--- config.mk ---
export PLATFORM = sky130hd
export DESIGN_NAME = mtu_sdu_calc
export DESIGN_NICKNAME = d
export VERILOG_FILES = /design/src/rtl/mtu_sdu_pkg.sv /design/src/rtl/mtu_speed_decode.sv /design/src/rtl/mtu_seq_div.sv /design/src/rtl/mtu_class_eval.sv /design/src/rtl/mtu_sdu_calc.sv
export SDC_FILE = /design/constraint.sdc
export NUM_CORES = 2
export LEC_CHECK = 0
export ABC_AREA = 1
export BUFFER_PORTS_ARGS = -buffer_cell sky130_fd_sc_hd__buf_2
export CELL_PAD_IN_SITES_DETAIL_PLACEMENT = 0
export CELL_PAD_IN_SITES_GLOBAL_PLACEMENT = 1
export CORE_ASPECT_RATIO = 0.75
export CORE_UTILIZATION = 41
export CTS_CLUSTER_DIAMETER = 30
export DETAILED_ROUTE_END_ITERATION = 8
export GPL_TIMING_DRIVEN = 0
export PLACE_DENSITY_LB_ADDON = 0.1
export SYNTH_ARGS = -nofsm -noshare
export SYNTH_HDL_FRONTEND = slang
export SYNTH_SLANG_ARGS = --single-unit
--- constraint.sdc ---
create_clock -name clk -period 8.9 [get_ports clk]
set_input_delay 0.89 -clock clk [delete_from_list [all_inputs] [get_ports clk]]
set_output_delay 0.89 -clock clk [all_outputs]
set_load 0.02 [all_outputs]
--- src/rtl/mtu_sdu_pkg.sv ---
// Package: shared constants and types for the per-class SDU calculator.
// Assumes byte times fit in 20 bits (slowest rate 10 Mbit/s).
package mtu_sdu_pkg;
    localparam int PPB_W        = 20;
    localparam int PS_PER_NS    = 1000;
    localparam int TAG_EXTRA    = 8;   // two VLAN tags
    localparam int WIRE_EXTRA   = 24;  // preamble+SFD, FCS, gap
    localparam int L1_TRIM      = 20;  // wire overhead minus FCS

    localparam logic [PPB_W-1:0] PPB_10M   = PPB_W'(800000);
    localparam logic [PPB_W-1:0] PPB_100M  = PPB_W'(80000);
    localparam logic [PPB_W-1:0] PPB_1G    = PPB_W'(8000);
    localparam logic [PPB_W-1:0] PPB_2G5   = PPB_W'(3200);

    typedef enum logic [2:0] {
        RATE_10M  = 3'd0,
        RATE_100M = 3'd1,
        RATE_1G   = 3'd2,
        RATE_2G5  = 3'd3
    } rate_code_e;

    typedef enum logic [2:0] {
        ST_IDLE,
        ST_PREP,
        ST_CHECK,
        ST_DIV,
        ST_NEXT,
        ST_DONE
    } ctl_state_e;
endpackage

--- src/rtl/mtu_speed_decode.sv ---
// Module: maps a link speed code to picoseconds per byte.
// Assumes: codes above 3 are unrecognised and flagged with valid_o low.
module mtu_speed_decode
    import mtu_sdu_pkg::*;
(
    input  logic [2:0]       speed_i,
    output logic [PPB_W-1:0] ppb_o,
    output logic             valid_o
);
    // Purpose: constant lookup of byte time per rate
    always_comb begin
        valid_o = 1'b1;
        unique case (speed_i)
            RATE_10M:  ppb_o = PPB_10M;
            RATE_100M: ppb_o = PPB_100M;
            RATE_1G:   ppb_o = PPB_1G;
            RATE_2G5:  ppb_o = PPB_2G5;
            default: begin
                ppb_o   = '0;
                valid_o = 1'b0;
            end
        endcase
    end
endmodule

--- src/rtl/mtu_seq_div.sv ---
// Module: restoring unsigned divider, one quotient bit per cycle.
// Assumes: divisor nonzero; start_i ignored while busy; result valid for
// one cycle after DVD_W iterations and held until the next start.
module mtu_seq_div #(
    parameter int DVD_W = 37,
    parameter int DVS_W = 20
) (
    input  logic             clk,
    input  logic             rst_n,
    input  logic             start_i,
    input  logic [DVD_W-1:0] dividend_i,
    input  logic [DVS_W-1:0] divisor_i,
    output logic             busy_o,
    output logic             valid_o,
    output logic [DVD_W-1:0] quot_o
);
    localparam int CNT_W = $clog2(DVD_W + 1);

    logic [DVD_W-1:0] dvd_q;
    logic [DVS_W-1:0] dvs_q;
    logic [DVD_W-1:0] quo_q;
    logic [DVS_W-1:0] rem_q;
    logic [CNT_W-1:0] cnt_q;
    logic             busy_q;
    logic             valid_q;
    logic [DVS_W:0]   shifted;
    logic             fits;

    // Purpose: form the trial remainder for the current bit
    always_comb begin
        shifted = {rem_q, quo_q[DVD_W-1]};
        fits    = (shifted >= {1'b0, dvs_q});
    end

    // Purpose: iterate the shift-subtract loop
    always_ff @(posedge clk) begin
        if (!rst_n) begin
            dvd_q   <= '0;
            dvs_q   <= '0;
            quo_q   <= '0;
            rem_q   <= '0;
            cnt_q   <= '0;
            busy_q  <= 1'b0;
            valid_q <= 1'b0;
        end else begin
            valid_q <= 1'b0;
            if (start_i && !busy_q) begin
                dvd_q  <= dividend_i;
                dvs_q  <= divisor_i;
                quo_q  <= dividend_i;
                rem_q  <= '0;
                cnt_q  <= CNT_W'(DVD_W);
                busy_q <= 1'b1;
            end else if (busy_q) begin
                if (fits) begin
                    rem_q <= DVS_W'(shifted - {1'b0, dvs_q});
                    quo_q <= {quo_q[DVD_W-2:0], 1'b1};
                end else begin
                    rem_q <= shifted[DVS_W-1:0];
                    quo_q <= {quo_q[DVD_W-2:0], 1'b0};
                end
                cnt_q <= cnt_q - 1'b1;
                if (cnt_q == CNT_W'(1)) begin
                    busy_q  <= 1'b0;
                    valid_q <= 1'b1;
                end
            end
        end
    end

    assign busy_o  = busy_q;
    assign valid_o = valid_q;
    assign quot_o  = quo_q;


    div_exact_chk: assert property (@(posedge clk) disable iff (!rst_n)
        valid_q |-> ((DVD_W+DVS_W)'(quo_q) * (DVD_W+DVS_W)'(dvs_q)
                     + (DVD_W+DVS_W)'(rem_q)) == (DVD_W+DVS_W)'(dvd_q));

    div_rem_chk: assert property (@(posedge clk) disable iff (!rst_n)
        valid_q |-> (rem_q < dvs_q));
endmodule

--- src/rtl/mtu_class_eval.sv ---
// Module: decides whether one class needs a limit and clamps its quotient.
// Assumes: need_i is the wire time of a maximum frame in ps; an all-ones
// window means the gate never closes.
module mtu_class_eval
    import mtu_sdu_pkg::*;
#(
    parameter int GATE_W = 32,
    parameter int NEED_W = 37,
    parameter int LIM_W  = 17
) (
    input  logic [GATE_W-1:0] gate_i,
    input  logic [NEED_W-1:0] need_i,
    input  logic [NEED_W-1:0] quot_i,
    output logic              bypass_o,
    output logic [NEED_W-1:0] dividend_o,
    output logic [LIM_W-1:0]  limit_o
);
    localparam int SCALE_W = GATE_W + 10;
    localparam int CMP_W   = (SCALE_W > NEED_W) ? SCALE_W : NEED_W;

    logic [CMP_W-1:0] scaled;
    logic             always_open;
    logic [NEED_W-1:0] adj;

    // Purpose: scale the window to ps and compare with the frame time
    always_comb begin
        scaled      = CMP_W'(gate_i) * CMP_W'(PS_PER_NS);
        always_open = &gate_i;
        bypass_o    = always_open || (scaled > CMP_W'(need_i));
        dividend_o  = scaled[NEED_W-1:0];
    end

    // Purpose: apply the zero floor and layer-1 trim to a quotient
    always_comb begin
        if (quot_i == '0)
            adj = NEED_W'(1);
        else if (quot_i > NEED_W'(L1_TRIM))
            adj = quot_i - NEED_W'(L1_TRIM);
        else
            adj = quot_i;
        limit_o = adj[LIM_W-1:0];
    end
endmodule

--- src/rtl/mtu_sdu_calc.sv ---
// Module: top of the per-class maximum SDU calculator.
// Sequences eight classes through one shared divider and pulses done_o.
// Assumes: start_i is ignored while a run is in progress; outputs are
// registered and change only during a run with a recognised speed.
module mtu_sdu_calc
    import mtu_sdu_pkg::*;
#(
    parameter int NUM_CLASS = 8,
    parameter int GATE_W    = 32,
    parameter int LEN_W     = 16
) (
    input  logic                          clk,
    input  logic                          rst_n,
    input  logic                          start_i,
    input  logic [2:0]                    speed_i,
    input  logic [LEN_W-1:0]              frame_len_i,
    input  logic [NUM_CLASS*GATE_W-1:0]   min_gate_i,
    output logic [NUM_CLASS*(LEN_W+1)-1:0] limit_o,
    output logic [LEN_W:0]                port_max_o,
    output logic                          done_o
);
    localparam int FRAME_W = LEN_W + 1;
    localparam int LIM_W   = FRAME_W;
    localparam int NEED_W  = FRAME_W + PPB_W;
    localparam int IDX_W   = (NUM_CLASS > 1) ? $clog2(NUM_CLASS) : 1;

    ctl_state_e        state_q;
    logic [IDX_W-1:0]  idx_q;
    logic [PPB_W-1:0]  ppb_q;
    logic [FRAME_W-1:0] eff_len_q;
    logic [NEED_W-1:0] need_q;
    logic [GATE_W-1:0] gate_q [NUM_CLASS];
    logic [LIM_W-1:0]  lim_q  [NUM_CLASS];
    logic [FRAME_W-1:0] port_max_q;
    logic              done_q;

    logic [PPB_W-1:0]  dec_ppb;
    logic              dec_valid;
    logic [GATE_W-1:0] gate_cur;
    logic              bypass;
    logic [NEED_W-1:0] dividend;
    logic [LIM_W-1:0]  clamped;
    logic              div_start;
    logic              div_busy;
    logic              div_valid;
    logic [NEED_W-1:0] div_quot;

    mtu_speed_decode u_dec (
        .speed_i (speed_i),
        .ppb_o   (dec_ppb),
        .valid_o (dec_valid)
    );

    // Purpose: select the window of the class under evaluation
    always_comb gate_cur = gate_q[idx_q];

    mtu_class_eval #(
        .GATE_W (GATE_W),
        .NEED_W (NEED_W),
        .LIM_W  (LIM_W)
    ) u_eval (
        .gate_i     (gate_cur),
        .need_i     (need_q),
        .quot_i     (div_quot),
        .bypass_o   (bypass),
        .dividend_o (dividend),
        .limit_o    (clamped)
    );

    // Purpose: launch a division for a class that needs a limit
    always_comb div_start = (state_q == ST_CHECK) && !bypass;

    mtu_seq_div #(
        .DVD_W (NEED_W),
        .DVS_W (PPB_W)
    ) u_div (
        .clk        (clk),
        .rst_n      (rst_n),
        .start_i    (div_start),
        .dividend_i (dividend),
        .divisor_i  (ppb_q),
        .busy_o     (div_busy),
        .valid_o    (div_valid),
        .quot_o     (div_quot)
    );

    // Purpose: control sequence and result registers
    always_ff @(posedge clk) begin
        if (!rst_n) begin
            state_q    <= ST_IDLE;
            idx_q      <= '0;
            ppb_q      <= '0;
            eff_len_q  <= '0;
            need_q     <= '0;
            port_max_q <= '0;
            done_q     <= 1'b0;
            for (int c = 0; c < NUM_CLASS; c++) begin
                gate_q[c] <= '0;
                lim_q[c]  <= '0;
            end
        end else begin
            done_q <= 1'b0;
            unique case (state_q)
                ST_IDLE: begin
                    if (start_i) begin
                        if (dec_valid) begin
                            ppb_q     <= dec_ppb;
                            eff_len_q <= FRAME_W'(frame_len_i) + FRAME_W'(TAG_EXTRA);
                            for (int c = 0; c < NUM_CLASS; c++)
                                gate_q[c] <= min_gate_i[c*GATE_W +: GATE_W];
                            state_q <= ST_PREP;
                        end else begin
                            done_q <= 1'b1;
                        end
                    end
                end
                ST_PREP: begin
                    need_q  <= (NEED_W'(eff_len_q) + NEED_W'(WIRE_EXTRA)) * NEED_W'(ppb_q);
                    idx_q   <= '0;
                    state_q <= ST_CHECK;
                end
                ST_CHECK: begin
                    if (bypass) begin
                        lim_q[idx_q] <= '0;
                        state_q      <= ST_NEXT;
                    end else begin
                        state_q <= ST_DIV;
                    end
                end
                ST_DIV: begin
                    if (div_valid) begin
                        lim_q[idx_q] <= clamped;
                        state_q      <= ST_NEXT;
                    end
                end
                ST_NEXT: begin
                    if (idx_q == IDX_W'(NUM_CLASS - 1)) begin
                        state_q <= ST_DONE;
                    end else begin
                        idx_q   <= idx_q + 1'b1;
                        state_q <= ST_CHECK;
                    end
                end
                ST_DONE: begin
                    port_max_q <= eff_len_q;
                    done_q     <= 1'b1;
                    state_q    <= ST_IDLE;
                end
                default: state_q <= ST_IDLE;
            endcase
        end
    end

    // Purpose: flatten per-class limits onto the output bus
    for (genvar g = 0; g < NUM_CLASS; g++) begin : g_flat
        assign limit_o[g*LIM_W +: LIM_W] = lim_q[g];
    end

    assign port_max_o = port_max_q;
    assign done_o     = done_q;


    done_pulse_chk: assert property (@(posedge clk) disable iff (!rst_n)
        done_q |=> !done_q);

    bad_speed_hold_chk: assert property (@(posedge clk) disable iff (!rst_n)
        (state_q == ST_IDLE && start_i && !dec_valid)
        |=> ($stable(limit_o) && $stable(port_max_q) && done_q));

    open_gate_zero_chk: assert property (@(posedge clk) disable iff (!rst_n)
        (state_q == ST_CHECK && (&gate_cur)) |=> (lim_q[idx_q] == '0));

    div_limit_nonzero_chk: assert property (@(posedge clk) disable iff (!rst_n)
        (state_q == ST_DIV && div_valid) |=> (lim_q[idx_q] != '0));

    port_max_chk: assert property (@(posedge clk) disable iff (!rst_n)
        (state_q == ST_DONE) |=> (port_max_q == $past(eff_len_q)));

    div_active_chk: assert property (@(posedge clk) disable iff (!rst_n)
        (state_q == ST_DIV) |-> (div_busy || div_valid));
endmodule

==> run_summary.xml <==
<?xml version="1.0" encoding="UTF-8"?>
<metrics>
  <group name="global_routing">
    <metric name="grt_max_degree" unit="">121</metric>
    <metric name="grt_first_pass_wirelength" unit="um">180600</metric>
    <metric name="first_global_vias" unit="">30260</metric>
    <metric name="antenna_found_initial" unit="">1</metric>
    <metric name="all_layer_gr_usage" unit="%">25.32</metric>
    <metric name="globalRouteOverflowTotal" unit="">0</metric>
  </group>
  <group name="routing">
    <metric name="drt-pass1-iter-count" unit="">5</metric>
    <metric name="totalWireLength" unit="um">120900</metric>
    <metric name="drtAntennaViolNets" unit="">0</metric>
    <metric name="drt-wirelength-per-cell" unit="um">18.95</metric>
    <metric name="detail_route.drc_violations" unit="">0</metric>
    <metric name="vias" unit="">30840</metric>
    <metric name="routed_via_density" unit="">4.836</metric>
    <metric name="drt_iter0_markers" unit="">2383</metric>
  </group>
  <group name="clock_tree">
    <metric name="cts_tree" unit="">done</metric>
    <metric name="htree_levels" unit="">3</metric>
    <metric name="path_clk_slew" unit="ns">0.04</metric>
    <metric name="cts_made_buffers" unit="">115</metric>
    <metric name="cts-root-to-sink-buffers" unit="">3</metric>
    <metric name="cts_root_cell" unit="">clkbuf_16</metric>
    <metric name="tritoncts_num_sinks" unit="">550</metric>
    <metric name="cts_hold_buffers" unit="">0</metric>
    <metric name="clock_insertion_delay_worst_skew" unit="ns">0.69</metric>
  </group>
  <group name="critical_path">
    <metric name="critPathCaptureType" unit="">flip-flop</metric>
    <metric name="path_common_cell" unit="">nand2_1</metric>
    <metric name="critPathSlowestCell" unit="">fa_1</metric>
    <metric name="critical-path-max-stage-delay" unit="ns">0.54</metric>
    <metric name="worst_ep_arrival_time" unit="ns">8.79</metric>
    <metric name="timing.setup.critical_path_class" unit="">reg2reg</metric>
    <metric name="worst-path-max-fanout" unit="">11</metric>
    <metric name="worst-endpoint-required" unit="ns">9.24</metric>
    <metric name="worstSetupStartpointType" unit="">flip-flop</metric>
  </group>
  <group name="sta">
    <metric name="relative_slew_slack" unit="%">-15.14</metric>
    <metric name="timing.setup.tns" unit="ns">0</metric>
    <metric name="final_min_period_over_clock_period" unit="%">94.88</metric>
    <metric name="setup_slack" unit="ns">0.4560</metric>
    <metric name="post-route-min-period" unit="ns">8.444</metric>
    <metric name="slew_violations" unit="">15</metric>
    <metric name="timing.final.hold_violations" unit="">0</metric>
    <metric name="fmax" unit="MHz">118.4</metric>
    <metric name="timing.clock.skew" unit="ns">0.05226</metric>
    <metric name="setup_violations" unit="">0</metric>
    <metric name="hold-worst-slack" unit="ns">0.4366</metric>
    <metric name="actual_transition_at_the_worst_max_transition_pin" unit="ns">1.727</metric>
  </group>
  <group name="final_layout">
    <metric name="mostFrequentLayoutCells" unit="">inv_1, nor2_1, nand2_1</metric>
    <metric name="layout_commonest_cell" unit="">inv_1</metric>
    <metric name="nNetsFinal" unit="">5858</metric>
    <metric name="final_layout_size_suffix_gt1_share" unit="%">15.86</metric>
    <metric name="flow.area_growth_from_synthesis" unit="%">22.80</metric>
    <metric name="fill_cells" unit="">8961</metric>
    <metric name="postLayoutCellArea" unit="um2">46860</metric>
  </group>
  <group name="synthesis">
    <metric name="mappedNetlistArea" unit="um2">38160</metric>
    <metric name="post_synth.cell_area_avg" unit="um2">8.501</metric>
    <metric name="synth.yosys.warnings" unit="">0</metric>
    <metric name="seq_area_frac_synth" unit="%">39.14</metric>
    <metric name="number_of_flops_mapped_to_enable_cells_by_yosys" unit="">392</metric>
    <metric name="ys_types" unit="">45</metric>
    <metric name="syn-instance-count" unit="">4489</metric>
    <metric name="synthesis.nets" unit="">5297</metric>
    <metric name="synth_ff_type" unit="">edfxtp_1</metric>
    <metric name="asyncSetResetFlopFracSynth" unit="%">0</metric>
    <metric name="ys_ff_latch" unit="">550</metric>
  </group>
  <group name="hold_path">
    <metric name="min-delay-path-class" unit="">in2reg</metric>
  </group>
  <group name="place">
    <metric name="io_buffer_count" unit="">431</metric>
    <metric name="detailed_placement_wirelength_estimate" unit="um">96080</metric>
    <metric name="routabilityCongestion" unit="">0.8923</metric>
    <metric name="dp_worst_setup_slack" unit="ns">-1.817</metric>
    <metric name="detailed_place.area" unit="um2">41940</metric>
  </group>
  <group name="flow_run">
    <metric name="maxCapViolCount" unit="">1</metric>
  </group>
  <group name="run_status">
    <metric name="result_of_the_run" unit="">finished with violations</metric>
    <metric name="failed_checks" unit="">max-capacitance violations, max-slew violations</metric>
  </group>
  <group name="floorplanning">
    <metric name="boundaryPins" unit="">432</metric>
    <metric name="total_die_area" unit="um2">94310</metric>
    <metric name="coreArea" unit="um2">91770</metric>
    <metric name="starting_density" unit="%">41.58</metric>
    <metric name="fp.dieH" unit="um">266.2</metric>
    <metric name="placement_rows" unit="">96</metric>
    <metric name="die_width" unit="um">354.3</metric>
  </group>
</metrics>
registers in the layout, indices dropped and copies added, names as in the netlist, named ones only:
name and count:
u_div.dvs_q 9, u_div.cnt_q 6, ppb_q 9, gate_q 256
eff_len_q 17, u_div.busy_o 1, u_div.valid_o 1, done_o 1
state_q 3, u_div.rem_q 20, lim_q 136, idx_q 3
port_max_o 17, need_q 31, u_div.quot_o 37
timing repair:
action,CTS,global route
setup endpoints to repair,348,339
cloned,0,4
pin swaps,1,4
resized for setup,107,104
setup buffers,1,3
per-stage QoR:
stage                     utilization, %  instances
after floorplan                        -       4489
after global placement             45.61       6145
after detailed placement           45.70       6150
after CTS                          50.68       6370
after global routing               51.06       6378
final                              51.06       6378
metal layers:
| metal | track usage (%) | routed length, um | vias up |
|---|---|---|---|
| li1 | - | - | 15260 |
| met3 | 4.904 | 8015 | 132 |
| met2 | 37.66 | 51030 | 951 |
| met5 | 0 | 0 | - |
| met1 | 37.83 | 59690 | 14510 |
| met4 | 5.662 | 2131 | 0 |
cells by family (layout without fill, tap and decap cells):
family,Yosys count,after routing,synth area share (%)
compound gates,517,517,7.925
xor+xnor,77,77,1.767
fa+ha+maj,530,530,22.39
buf+inv,1131,1790,11.34
flops,550,550,39.14
other cells,0,1,0
simple gates,1684,1688,17.43
synth_stat cells (9+ instances only):
master    count  area share, %
inv_1       972            9.6
nor2_1      880            8.7
nand2_1     609            6.0
edfxtp_1    392             31
ha_1        275            9.0
fa_1        255             13
o21ai_0     212            2.8
a21oi_1     166            2.2
dfxtp_1     158            8.3
clkbuf_1    123            1.2
nand3_1     106            1.4
o32ai_1      67            1.5
xor2_1       46            1.1
xnor2_1      31           0.71
nor3_1       25           0.33
nand4_1      22           0.36
nor4_1       14           0.23
buf_1        11           0.11
o211ai_1     11           0.22
o21bai_1     11           0.22
buf_2        10           0.13
nand2_2      10           0.16
or2_2        10           0.16
o22ai_1       9           0.15
worst max-delay path, delay by kind of cell (launching register included):
| family | cells | cell delay [ns] |
|---|---|---|
| buf+inv | 9 | 1.41 |
| fa+ha+maj | 6 | 2.67 |
| xor+xnor | 1 | 0.29 |
| compound gates | 6 | 1.15 |
| flops | 1 | 0.36 |
| simple gates | 21 | 2.26 |
worst paths after layout:
kind | start | endpoint | slack [ns] | cells past startpoint
max | flip-flop | lim_q[5][1] | 0.46 | 43
min | frame_len_i[2] | eff_len_q[2] | 0.44 | 3
max reg2reg | flip-flop | lim_q[5][1] | 0.46 | 43
min reg2reg | port_max_o[2] | port_max_o[2] | 0.44 | 2
cell type report:
type	count	area [um2]	area share, %
multi-input combinational	2812	19390	41.38
antenna	1	2.502	0.005340
buffer	154	770.7	1.645
tap	1225	1533	3.271
sequential	550	14930	31.87
timing repair buffer	440	2275	4.854
clock inverter	92	1303	2.780
clock buffer	127	2985	6.371
inverter	977	3667	7.826
Power is not shown: default switching activity piles up to over one toggle a cycle in this logic, so the estimate is an artifact.
